### config.mk
export PLATFORM = sky130hd
export DESIGN_NAME = pair_issue_steer
export DESIGN_NICKNAME = d
export VERILOG_FILES = /design/src/rtl/pair_pkg.sv /design/src/rtl/pair_check.sv /design/src/rtl/pair_steer.sv /design/src/rtl/pair_issue_steer.sv
export SDC_FILE = /design/constraint.sdc
export NUM_CORES = 1
export LEC_CHECK = 0
export BUFFER_PORTS_ARGS = -buffer_cell sky130_fd_sc_hd__buf_2
export CORE_AREA = 3 3 40 42
export CTS_BUF_LIST = sky130_fd_sc_hd__clkbuf_4 sky130_fd_sc_hd__clkbuf_8 sky130_fd_sc_hd__clkbuf_16
export DETAILED_ROUTE_END_ITERATION = 10
export DIE_AREA = 0 0 43 45
export PLACE_DENSITY_LB_ADDON = 0.3
export SLEW_MARGIN = 30
export SYNTH_ARGS = -nofsm -noshare
export SYNTH_HDL_FRONTEND = slang
export SYNTH_SLANG_ARGS = --single-unit
export TNS_END_PERCENT = 1
### constraint.sdc
create_clock -name clk -period 1 [get_ports clk]
set_clock_uncertainty 0.05 [all_clocks]
set_input_delay 0 -clock clk [delete_from_list [all_inputs] [get_ports clk]]
set_output_delay 0 -clock clk [all_outputs]
set_load 0.02 [all_outputs]
### src/rtl/pair_pkg.sv
package pair_pkg;

    typedef enum logic [1:0] {
        CLS_INT = 2'd0,
        CLS_MEM = 2'd1,
        CLS_FP  = 2'd2
    } icls_e;

    localparam int BUS_N   = 3;
    localparam int BUS_A0  = 0;
    localparam int BUS_A1  = 1;
    localparam int BUS_FPB = 2;

    typedef struct packed {
        logic vld;
        logic [1:0] cls;
        logic br;
        logic shf;
        logic tc;
        logic xbnd;
    } cand_t;

endpackage

### src/rtl/pair_check.sv
module pair_check
    import pair_pkg::*;
(
    input  cand_t old_c,
    input  cand_t yng_c,
    output logic  pair_ok
);
    logic group_ok;
    logic unit_clash;
    logic tc_block;
    logic bnd_block;

    always_comb begin
        group_ok   = (old_c.cls != yng_c.cls) || (old_c.cls == CLS_INT);
        unit_clash = (old_c.shf || old_c.tc) && (yng_c.shf || yng_c.tc);
        tc_block   = old_c.tc && (yng_c.cls != CLS_FP);
        bnd_block  = yng_c.xbnd && (yng_c.cls != CLS_FP);
        pair_ok    = old_c.vld && yng_c.vld && group_ok && !old_c.br
                     && !unit_clash && !tc_block && !bnd_block;
    end
endmodule

### src/rtl/pair_steer.sv
module pair_steer
    import pair_pkg::*;
(
    input  cand_t              old_c,
    input  cand_t              yng_c,
    input  logic               pair_ok,
    output logic [BUS_N-1:0]   bus,
    output logic               yfirst
);
    logic old_fp;
    logic yng_fp;
    logic yng_unit;

    always_comb begin
        old_fp   = (old_c.cls == CLS_FP);
        yng_fp   = (yng_c.cls == CLS_FP);
        yng_unit = yng_c.shf || yng_c.tc;
        bus      = '0;
        yfirst   = 1'b0;
        if (old_c.vld) begin
            if (!pair_ok) begin
                bus[old_fp ? BUS_FPB : BUS_A0] = 1'b1;
            end else if (old_fp) begin
                bus[BUS_FPB] = 1'b1;
                bus[BUS_A0]  = 1'b1;
                yfirst       = 1'b1;
            end else if (yng_fp) begin
                bus[BUS_A0]  = 1'b1;
                bus[BUS_FPB] = 1'b1;
            end else begin
                bus[BUS_A0]  = 1'b1;
                bus[BUS_A1]  = 1'b1;
                yfirst       = yng_unit;
            end
        end
    end
endmodule

### src/rtl/pair_issue_steer.sv
module pair_issue_steer
    import pair_pkg::*;
#(
    parameter int REG_W = 5
) (
    input  logic             clk,
    input  logic             rst_n,
    input  logic             old_vld,
    input  logic [1:0]       old_cls,
    input  logic             old_br,
    input  logic             old_shf,
    input  logic             old_tc,
    input  logic [REG_W-1:0] old_tgt,
    input  logic             yng_vld,
    input  logic [1:0]       yng_cls,
    input  logic             yng_br,
    input  logic             yng_shf,
    input  logic             yng_tc,
    input  logic             yng_xbnd,
    input  logic [REG_W-1:0] yng_tgt,
    output logic [1:0]       issue_cnt,
    output logic [2:0]       bus_vld,
    output logic             yng_first,
    output logic             kill_old_wb
);
    typedef struct packed {
        logic [1:0]       cnt;
        logic [BUS_N-1:0] bus;
        logic             yf;
        logic             kill;
    } out_t;

    cand_t            old_c;
    cand_t            yng_c;
    logic             pair_ok;
    logic [BUS_N-1:0] bus_c;
    logic             yf_c;
    out_t             st_d;
    out_t             st_q;

    assign old_c = '{vld: old_vld, cls: old_cls, br: old_br, shf: old_shf,
                     tc: old_tc, xbnd: 1'b0};
    assign yng_c = '{vld: yng_vld, cls: yng_cls, br: yng_br, shf: yng_shf,
                     tc: yng_tc, xbnd: yng_xbnd};

    pair_check u_check (
        .old_c   (old_c),
        .yng_c   (yng_c),
        .pair_ok (pair_ok)
    );

    pair_steer u_steer (
        .old_c   (old_c),
        .yng_c   (yng_c),
        .pair_ok (pair_ok),
        .bus     (bus_c),
        .yfirst  (yf_c)
    );

    always_comb begin
        st_d      = '0;
        st_d.cnt  = !old_vld ? 2'd0 : (pair_ok ? 2'd2 : 2'd1);
        st_d.bus  = bus_c;
        st_d.yf   = yf_c;
        st_d.kill = pair_ok && (old_tgt == yng_tgt);
    end

    always_ff @(posedge clk or negedge rst_n) begin
        if (!rst_n) st_q <= '0;
        else        st_q <= st_d;
    end

    assign issue_cnt   = st_q.cnt;
    assign bus_vld     = st_q.bus;
    assign yng_first   = st_q.yf;
    assign kill_old_wb = st_q.kill;

    AST_BUS_MATCHES_COUNT: assert property (@(posedge clk) disable iff (!rst_n)
        $countones(bus_vld) == issue_cnt);
    AST_IDLE_NO_ISSUE: assert property (@(posedge clk) disable iff (!rst_n)
        !old_vld |=> (issue_cnt == 2'd0));
    AST_BRANCH_NOT_OPENER: assert property (@(posedge clk) disable iff (!rst_n)
        (old_vld && old_br) |=> (issue_cnt != 2'd2));
    AST_TEST_THEN_NONFP: assert property (@(posedge clk) disable iff (!rst_n)
        (old_vld && old_tc && yng_cls != CLS_FP) |=> (issue_cnt != 2'd2));
    AST_BOUNDARY_NONFP: assert property (@(posedge clk) disable iff (!rst_n)
        (yng_xbnd && yng_cls != CLS_FP) |=> (issue_cnt != 2'd2));
    AST_SINGLE_UNIT: assert property (@(posedge clk) disable iff (!rst_n)
        ((old_shf || old_tc) && (yng_shf || yng_tc)) |=> (issue_cnt != 2'd2));
    AST_KILL_ONLY_PAIRED: assert property (@(posedge clk) disable iff (!rst_n)
        kill_old_wb |-> (issue_cnt == 2'd2));
    AST_ORDER_ONLY_PAIRED: assert property (@(posedge clk) disable iff (!rst_n)
        yng_first |-> (issue_cnt == 2'd2));
endmodule

# Word-level counts from Yosys, hierarchy flattened
# Index checks and enable logic that the tools add are counted.
[word_totals]
reg_bits = 7
in_bits = 25
out_inout_bits = 7
word_cells = 45
[op_classes]
order_cmp = 2
n_eq_ne = 5
n_mux = 15
n_reduce_logical = 19
[op_table]
columns = ["cell", "n"]
rows = [
  ["$ge A32 B1 Y1 const B", 1],
  ["$lt A32 B4 Y1 const B", 1],
  ["$logic_and A1 B1 Y1", 11],
  ["$mux W1", 9],
  ["$mux W2", 3],
  ["$mux W3", 2],
  ["$eq A5 B5 Y1", 1],
  ["$eq A2 B2 Y1 const B", 2],
  ["$logic_not A1 Y1", 4],
  ["$logic_or A1 B1 Y1", 3],
  ["$demux W1 S2", 1],
  ["$logic_not A2 Y1", 1],
  ["$ne A2 B2 Y1", 1],
  ["$ne A2 B2 Y1 const B", 1],
]

# Logic depth before layout (Yosys ltp)
[depth]
depth_word = 9
depth_mapped = 4
mapped_depth_nobuf = 4

# Hierarchy
# Synthesis repeated with hierarchy kept, for this count alone.
[unflattened]
cells_unflattened = 36
area_unflattened_um2 = 370.4
[by_module_without_submodules]
columns = ["module", "n_inst", "cells_each", "area_each_um2", "seq_area_each_um2"]
rows = [
  ["pair_issue_steer", 1, 17, 247.7, 175.2],
  ["pair_steer", 1, 10, 67.6, 0.0],
  ["pair_check", 1, 9, 55.1, 0.0],
]

# Least setup slack after synthesis
# OpenSTA, ideal clock, no wires.
[synth_timing]
path_type = "input to register"
from = "input yng_cls[0]"
to = "register st_q (netlist bit kill_old_wb)"
t_arrival_ns = 0.832
path_slack_ns = 0.050
stages = 4
cell_sequence = "nand2b_1 -> o21a_1 -> nor4_4 -> and4_1"
[synth_lines]
columns = ["element", "line_no", "text"]
rows = [
  ["start: declaration", "pair_issue_steer.sv:15", "input logic [1:0] yng_cls,"],
  ["end signal: assignment", "pair_issue_steer.sv:70", "else st_q <= st_d;"],
  ["end: declaration", "pair_issue_steer.sv:39", "out_t st_q;"],
]

==> results by group <==
STA
  • Period utilisation layout: 0.859
  • Final setup fails: 0
  • Slew headroom: 0.724
  • Pins Over Slew Limit: 0
  • Final min period: 0.859 ns
  • Fmax: 1160 MHz
  • Unrepaired setup endpoints after global routing: false
  • Final number of hold-violating endpoints: 0
  • Worst-margin pin slew: 0.411 ns
  • WHS: 0.0393 ns

Synthesis
  • Synth cell count leaders: dfrtp_1, xnor2_1, xor2_1
  • Syn_nets: 57
  • Seq cells post-synth: 7
  • Number of flops mapped to enable cells by yosys: 0
  • Main combinational cell family by area after synthesis: simple AND/OR/NAND/NOR gates
  • Avg Inst Size Synth: ~12 um2
  • Count leader, synth: dfrtp_1
  • Simple-gate share of the synthesized area: 0.278
  • Mapped Cells: 32
  • Post-Synth Adder-Cell Area: 0
  • Synth Warn #: 0
  • Top cell type's share of synthesized area: 0.475
  • Post-synthesis mux area share: 0
  • Compound-cell area share of the yosys netlist: 0.105
  • Asr flop ratio synth: 1.00
  • Seq/Total Area, Yosys: 0.475
  • Post-Syn Area: ~370 um2
  • Top cells by area, synth: dfrtp_1, xnor2_1, xor2_1, nor4_4, nand2b_1
  • Main synth FF type: dfrtp_1
  • Yosys cell types: 19
  • Synth Area in XOR/XNOR: 0.142
  • Cell taking the most area after synthesis: dfrtp_1

Critical path
  • Crit path max fanout: 5
  • Worst Path Required: between 1 and 1.5 ns
  • CP Buf/Inv Count: 1
  • WS Path Type: in -> reg
  • CP top delay family: simple AND/OR/NAND/NOR gates
  • CP endpoint kind: flop
  • Arrival @ worst endpoint: 0.97 ns
  • Crit path launch type: input pin
  • Slowest CP cell: nor4_4
  • Worst path max stage delay: 0.36 ns
  • Crit-path cells: buf_2 -> nand2b_1 -> o21a_1 -> nor4_4 -> a21boi_1

GRT
  • Initial antenna violation count: 0
  • Gr usage total: 0.0924
  • Vias in the first global route: 369
  • First-pass GRT wire length: 1340 um
  • Overflow after GRT: 0
  • Pin count of the biggest net entering global routing: 8

CTS
  • CTS Buf Count: 3
  • CTS clk-pin slew, worst paths: 0.05 ns
  • H-tree depth: 1
  • Clock Tree Buf Depth: 2
  • Clock Tree Root: clkbuf_4
  • Total setup buffers inserted after CTS: 0
  • CTS tree: yes
  • TritonCTS Sinks: 7

Layout
  • FILL cells: 136
  • Area growth, synth to finish: 65.4%
  • Final Util: 0.475
  • Nets: 97
  • Footprint of the multi-input gates: 194 um2
  • Ant. Diodes: 0
  • Design area: 611 um2
  • Storage cell area: between 150 and 200 um2
  • Share of layout cells above drive strength 1: 0.549

Floorplan
  • Die Wd: 43 um
  • Site Rows: 13
  • Full die area: 0.00194 mm2
  • Core area: 0.00128 mm2
  • Initial Utilization: 0.287
  • IO Pins: 32
  • Die Y: 45 um

Power and ir drop
  • Pwr dens: 1160 mW/mm2
  • Max VDD drop: around 330 uV
  • Leakage power: between 0.3 and 0.4 nW

Min path
  • Hold Crit Class: in -> reg

Detailed routing
  • Vias/cell: between 4 and 5
  • Antenna-violating nets left: 0
  • Detailed Route Iter0 Violations: 2
  • Via count: ~380
  • WL final: 797 um
  • Per-cell routed wire length: 9.27 um
  • Remaining DRCs: 0
  • Drt pass-1 iters: 4

Placement
  • Routability cong.: 0.694
  • Placed instance area: 561 um2
  • Post-DP HPWL: just over 700 um
  • PortBufs: 30

Job
  • Max Cap Viol: 0

Outcome
  • Status: complete, no violations
[worst paths after layout]
| check | start | end | slack (ns) | cells after the start |
|---|---|---|---|---|
| max in group asynchronous | rst_n | yng_first$_DFF_PN0_ | 0.69 | 2 |
| min in group asynchronous | rst_n | bus_vld[0]$_DFF_PN0_ | 0.06 | 2 |
| setup / recovery | yng_cls[0] | yng_first$_DFF_PN0_ | 0.14 | 5 |
| hold / removal | old_tgt[2] | kill_old_wb$_DFF_PN0_ | 0.04 | 3 |
[metal layers]
layer	wire, um	part of all wire	vias up	track usage
met4	0	0	0	0.0723
met3	85	0.11	0	0.0199
met2	386	0.48	19	0.147
li1	-	-	195	-
met1	325	0.41	167	0.109
met5	0	0	-	0
[worst min-delay path: stages]
cell,delay [ns]
buf_2,0.08
xnor2_1,0.05
and4_1,0.16
[layout make-up]
type | count | share of cell area
clock buffer | 4 | 0.0492
multi-input combinational | 25 | 0.318
sequential | 7 | 0.287
tap | 15 | 0.0307
timing repair buffer | 35 | 0.316
[logic make-up (layout without fill, tap and decap cells)]
| kind of cell | after synthesis | count (layout) |
|---|---|---|
| compound gates | 6 | 6 |
| buf+inv | 0 | 39 |
| xor+xnor | 6 | 6 |
| flops | 7 | 7 |
| simple gates | 13 | 13 |
[stage by stage]
step           worst slack (ns)  cells  TNS (ns)  total power, mW
2_1_floorplan            0.0496     32         0            0.360
3_3_place_gp            -0.0881     80    -0.272            0.440
3_5_place_dp             -0.116     80    -0.350            0.441
4_1_cts                   0.133     86         0            0.724
5_1_grt                  0.0422     86         0            0.764
6_report                  0.141     86         0            0.710
[timing repair]
item                      CTS  global route
hold buffers                2             0
hold endpoints to repair   10             0
gates resized for setup     0             0
[layout by cell type, fill, tap and decap left out, types with 2 or more instances in the layout]
cell type / count
o21ai_0: 2
xnor2_1: 3
xor2_1: 3
nor3_1: 2
dlygate4sd3_1: 2
buf_2: 30
nand2b_1: 2
dfrtp_1: 7
clkbuf_4: 4
buf_4: 3
[flip-flops by register name, summed over array words and instances (netlist names)]
register and count:
bus_vld 3, issue_cnt 2, kill_old_wb 1, yng_first 1
[report_power, final]
part           internal, mW  leakage, nW  total [mW]  switching (mW)
combinational        0.0815        0.211       0.147          0.0657
sequential            0.292       0.0931       0.294         0.00153
clock                 0.178       0.0184       0.270          0.0910
Note: power is estimated with default switching activity, not from simulation.
